===== src/rtl/pmic_handshake_seq.sv =====
module pmic_handshake_seq #(
  parameter int WAIT_MS  = 350,
  parameter int PULSE_MS = 20
) (
  input  logic clk,
  input  logic rst_n,
  input  logic tick_ms,
  input  logic cmd_on,
  input  logic cmd_off,
  input  logic cmd_warm,
  input  logic pgood,
  input  logic resin_rb,
  input  logic ap_rst_n,
  output logic kpd_drive_n,
  output logic resin_drive_n,
  output logic busy,
  output logic done,
  output logic err,
  output logic cold_needed
);
  localparam int LIM = (WAIT_MS > PULSE_MS) ? WAIT_MS : PULSE_MS;
  localparam int CW  = $clog2(LIM + 1);
  localparam logic [CW-1:0] WAIT_LAST  = CW'(WAIT_MS - 1);
  localparam logic [CW-1:0] PULSE_LAST = CW'(PULSE_MS - 1);

  typedef enum logic [2:0] {S_IDLE, S_PON, S_POFF, S_PULSE, S_ACK} st_t;
  st_t st;
  logic [CW-1:0] cnt;

  wire any_cmd  = cmd_on | cmd_off | cmd_warm;
  wire want_on  = cmd_on;
  wire want_off = !cmd_on && cmd_off;
  wire pg_hit   = (st == S_PON) ? pgood : !pgood;
  wire wait_end = (cnt == WAIT_LAST);

  assign busy          = (st != S_IDLE);
  assign kpd_drive_n   = !((st == S_PON) || (st == S_POFF));
  assign resin_drive_n = !((st == S_POFF) || (st == S_PULSE));

  always_ff @(posedge clk or negedge rst_n) begin
    if (!rst_n) begin
      st <= S_IDLE;
      cnt <= '0;
      done <= 1'b0;
      err <= 1'b0;
      cold_needed <= 1'b0;
    end else begin
      done <= 1'b0;
      case (st)
        S_IDLE: if (any_cmd) begin
          err <= 1'b0;
          cold_needed <= 1'b0;
          cnt <= '0;
          if ((want_on || want_off) && (pgood == want_on)) done <= 1'b1;
          else if (!resin_rb) begin
            err <= 1'b1;
            done <= 1'b1;
          end else st <= want_on ? S_PON : (want_off ? S_POFF : S_PULSE);
        end
        S_PON, S_POFF: if (tick_ms) begin
          if (pg_hit) begin
            done <= 1'b1;
            st <= S_IDLE;
          end else if (wait_end) begin
            err <= 1'b1;
            done <= 1'b1;
            st <= S_IDLE;
          end else cnt <= cnt + 1'b1;
        end
        S_PULSE: if (tick_ms) begin
          if (cnt == PULSE_LAST) begin
            cnt <= '0;
            st <= S_ACK;
          end else cnt <= cnt + 1'b1;
        end
        S_ACK: if (tick_ms) begin
          if (!ap_rst_n) begin
            done <= 1'b1;
            st <= S_IDLE;
          end else if (wait_end) begin
            cold_needed <= 1'b1;
            done <= 1'b1;
            st <= S_IDLE;
          end else cnt <= cnt + 1'b1;
        end
        default: st <= S_IDLE;
      endcase
    end
  end

  p_done_pulse_r10: assert property (@(posedge clk) disable iff (!rst_n)
    done |=> !done);
  p_tick_paced_r11: assert property (@(posedge clk) disable iff (!rst_n)
    (busy && !tick_ms) |=> ($stable(kpd_drive_n) && $stable(resin_drive_n)));
  p_abort_idle_r3: assert property (@(posedge clk) disable iff (!rst_n)
    (!busy && any_cmd && !resin_rb) |=> (!busy && done));
  p_cold_flag_r8: assert property (@(posedge clk) disable iff (!rst_n)
    $rose(cold_needed) |-> (done && !err));
  p_err_at_done_r6: assert property (@(posedge clk) disable iff (!rst_n)
    $rose(err) |-> done);
endmodule


===== config.mk =====
export PLATFORM = sky130hd
export DESIGN_NAME = pmic_handshake_seq
export DESIGN_NICKNAME = d
export VERILOG_FILES = /design/src/rtl/pmic_handshake_seq.sv
export SDC_FILE = /design/constraint.sdc
export NUM_CORES = 1
export LEC_CHECK = 0
export BUFFER_PORTS_ARGS = -buffer_cell sky130_fd_sc_hd__buf_2
export CORE_UTILIZATION = 60
export DETAILED_ROUTE_END_ITERATION = 16
export GPL_ROUTABILITY_DRIVEN = 0
export GPL_TIMING_DRIVEN = 0
export PLACE_DENSITY_LB_ADDON = 0.2
export SLEW_MARGIN = 0
export SYNTH_ARGS = -nofsm -noshare
export SYNTH_HDL_FRONTEND = slang
export SYNTH_SLANG_ARGS = --single-unit

===== constraint.sdc =====
create_clock -name clk -period 4.67 [get_ports clk]
set_clock_uncertainty 0.05 [all_clocks]
set_input_delay 0.467 -clock clk [delete_from_list [all_inputs] [get_ports clk]]
set_output_delay 0.467 -clock clk [all_outputs]
set_load 0.005 [all_outputs]

==> impl_metrics.py <==
metrics = {
    "synth": {
        "synth-simple-area-share_pct": 27.3,
        "synth_edf_count": 0,
        "ys_warn_count": 0,
        "synthArstFlopShare_pct": 100,
        "synth_top_family_by_area": "simple AND/OR/NAND/NOR gates",
        "synth.top_cell.area_share_pct": 34.7,
        "synth_area_um2": 1080,
        "synthAdderAreaFrac_pct": 2.31,
        "postSynthAreaPerCell_um2": 8.33,
        "synth-compound-area-share_pct": 23.7,
        "yosys.area.top_type": "dfrtp_1",
        "syn-num-nets": 141,
        "synth_area_leaders": "dfrtp_1, mux2_2, nor2_1, o21ai_0, nand2_1",
        "synth_cells": 130,
        "synthFlopType": "dfrtp_1",
        "ys_ff_latch": 15,
        "muxShareOfSynthArea_pct": 5.09,
        "synth_xor_area_share_pct": 0.809,
        "yosysSeqAreaShare_pct": 34.7,
        "synth_cell_types": 46,
    },
    "critical_path": {
        "max_stage_delay_ns": 0.47,
        "cp-end-kind": "register",
        "cp.required_ns": 4.80,
        "worst_path_max_delay_cell": "or4b_1",
        "worstPathCellList": "ha_1, or4b_1, o311ai_1, buf_2, o21ai_0, a22o_1",
        "startpoint_type": "register",
        "crit_buf_inv": 1,
        "crit_type": "reg -> reg",
        "crit_family": "compound AO/OA/AOI/OAI gates",
        "crit_arrival_ns": 2.48,
        "worstPathMaxFanout": 10,
    },
    "route": {
        "top_layer": "met4",
        "ant_nets": 0,
        "num_vias": 1102,
        "drt_iter0_drc": 59,
        "wl_met1_um": 1110,
        "post_drt_via_cell_ratio": 6.41,
        "first_pass_iters": 4,
        "wl_met2_um": 1220,
        "routedWlPerCell_um": 15.2,
        "drcViolationCount": 0,
        "wirelength_um": 2610,
        "route.met3.wl_um": 216,
    },
    "clocking": {
        "cts_resized": 0,
        "cts_setup_buffers": 0,
        "ctsHoldBuffers": 0,
        "cts_tree": "yes",
        "cts_buffer_depth": 2,
        "cts.sink_count": 15,
        "cts_max_level": 1,
        "path_clk_slew_ns": 0.09,
        "root_buffer": "clkbuf_4",
        "insertion_delay_ns": 0.29,
        "numCtsBuffers": 3,
    },
    "sta": {
        "fin_crit_sh_pct": 50.3,
        "max_freq_ghz": 0.426,
        "setup_tns_ns": 0,
        "setup_viol": 0,
        "slew_headroom_pct": 68.0,
        "finalHoldViolCount": 0,
        "report.final.slew_viol_count": 0,
        "timing.final.crit_period_ns": 2.35,
        "tightest_slew_ns": 0.478,
        "rsz0062_at_grt": "no",
    },
    "placement": {
        "placed_cells": 168,
        "hpwl_um": 1970,
        "dpl_cell_area_um2": 1180,
        "io_buffers": 14,
    },
    "finish": {
        "nNetsFinal": 160,
        "multi_input_area_um2": 641,
        "final_common_cell": "buf_2",
        "fin_area_um2": 1210,
        "drive_gt1_share_pct": 19.6,
        "final_cell_mix": "buf_2, dfrtp_1, nor2_1",
        "area.growth.synth_to_final_pct": 11.7,
        "antenna_cells": 0,
        "layout.cells.non_filler": 172,
        "seqCellArea_um2": 375,
        "nFillCells": 121,
    },
    "power_and_ir_drop": {
        "power.density_nw_per_um2": 559,
        "irDropWorstVdd_uv": 333,
        "leakage_uw": 0.000539,
        "total_power_uw": 676,
    },
    "die": {
        "die_x_um": 44.5,
        "row_count": 14,
        "pin_count": 15,
        "start_util_pct": 67.9,
        "coreArea_um2": 1590,
        "dieArea_um2": 1980,
        "die_h_um": 44.5,
    },
    "global_route": {
        "grt_pass1_vias": 1028,
        "grt_max_degree": 16,
        "antenna_found_initial": 0,
        "grt_pass1_wl_um": 4410,
        "overflow": 0,
        "grt_usage_pct": 30.3,
    },
    "hold_path": {
        "hold_path_class": "in -> async",
    },
    "status": {
        "outcome": "finished clean",
    },
    "run": {
        "max-cap-violations": 0,
    },
}
-- report_power, final --
part | switching [µW] | total [µW] | internal [µW]
Sequential | 27.8 | 185 | 158
Combinational | 251 | 415 | 165
Clock | 42.2 | 75.4 | 33.3
Total | 320 | 676 | 356
-- cells in the mapped netlist, types with 3 or more instances --
| cell | n |
|---|---|
| a21oi_1 | 3 |
| a31oi_1 | 3 |
| a41oi_1 | 3 |
| and3_1 | 4 |
| clkbuf_1 | 3 |
| dfrtp_1 | 15 |
| inv_1 | 8 |
| mux2_2 | 4 |
| nand2_1 | 9 |
| nand3_1 | 5 |
| nor2_1 | 11 |
| nor3_1 | 5 |
| o21ai_0 | 8 |
| o21ai_1 | 3 |
| o31ai_1 | 4 |
-- metal layers --
metal | vias up | track usage (%)
li1 | 518 | -
met3 | 11 | 3.27
met5 | - | 0
met2 | 76 | 49.4
met1 | 497 | 40.5
met4 | 0 | 13.3
-- cell families after synthesis --
family	after synthesis
muxes	5
AOI/OAI and AO/OA	37
and+or+nand+nor	55
adders and majority gates	2
DFF	15
xor gates and xnor gates	1
buffers and inverters	15
-- area by class of cell --
cell class	count	area share [%]
plain buffers	6	2.69
flip-flops and latches	15	31.1
multi-input cells	100	53.0
well taps	24	2.48
inverters	9	2.80
repair buffers	14	5.80
clock buffers	4	2.17
-- stage by stage --
step / hold WS, ns / util (%) / setup slack, ns
finish: 0.00965 / 75.8 / 2.32
global route: 0.0435 / 75.8 / 2.21
CTS: 0.0173 / 75.8 / 2.35
detailed placement: 0.335 / 74.2 / 2.37
global placement: 0.329 / 74.2 / 2.41
floorplan: 0.121 / - / 2.59
-- flip-flops by register name, summed over array words and instances, names as in the netlist --
register	cells
done	1
cnt	9
err	1
st	3
cold_needed	1
-- worst paths after layout --
kind / cells past startpoint / startpoint / slack [ns] / endpoint
hold / removal: 1 / rst_n / 0.01 / st[2]$_DFFE_PN0P_
setup / recovery: 6 / cnt[0]$_DFFE_PN0P_ / 2.32 / cnt[2]$_DFFE_PN0P_
hold reg to reg: 1 / cnt[8]$_DFFE_PN0P_ / 0.46 / cnt[8]$_DFFE_PN0P_
max in group asynchronous: 1 / rst_n / 4.31 / cnt[4]$_DFFE_PN0P_
setup reg to reg: 6 / cnt[0]$_DFFE_PN0P_ / 2.32 / cnt[2]$_DFFE_PN0P_
min in group clk: 2 / cmd_on / 0.33 / st[1]$_DFFE_PN0P_
Power figures use the tool's default switching activity.
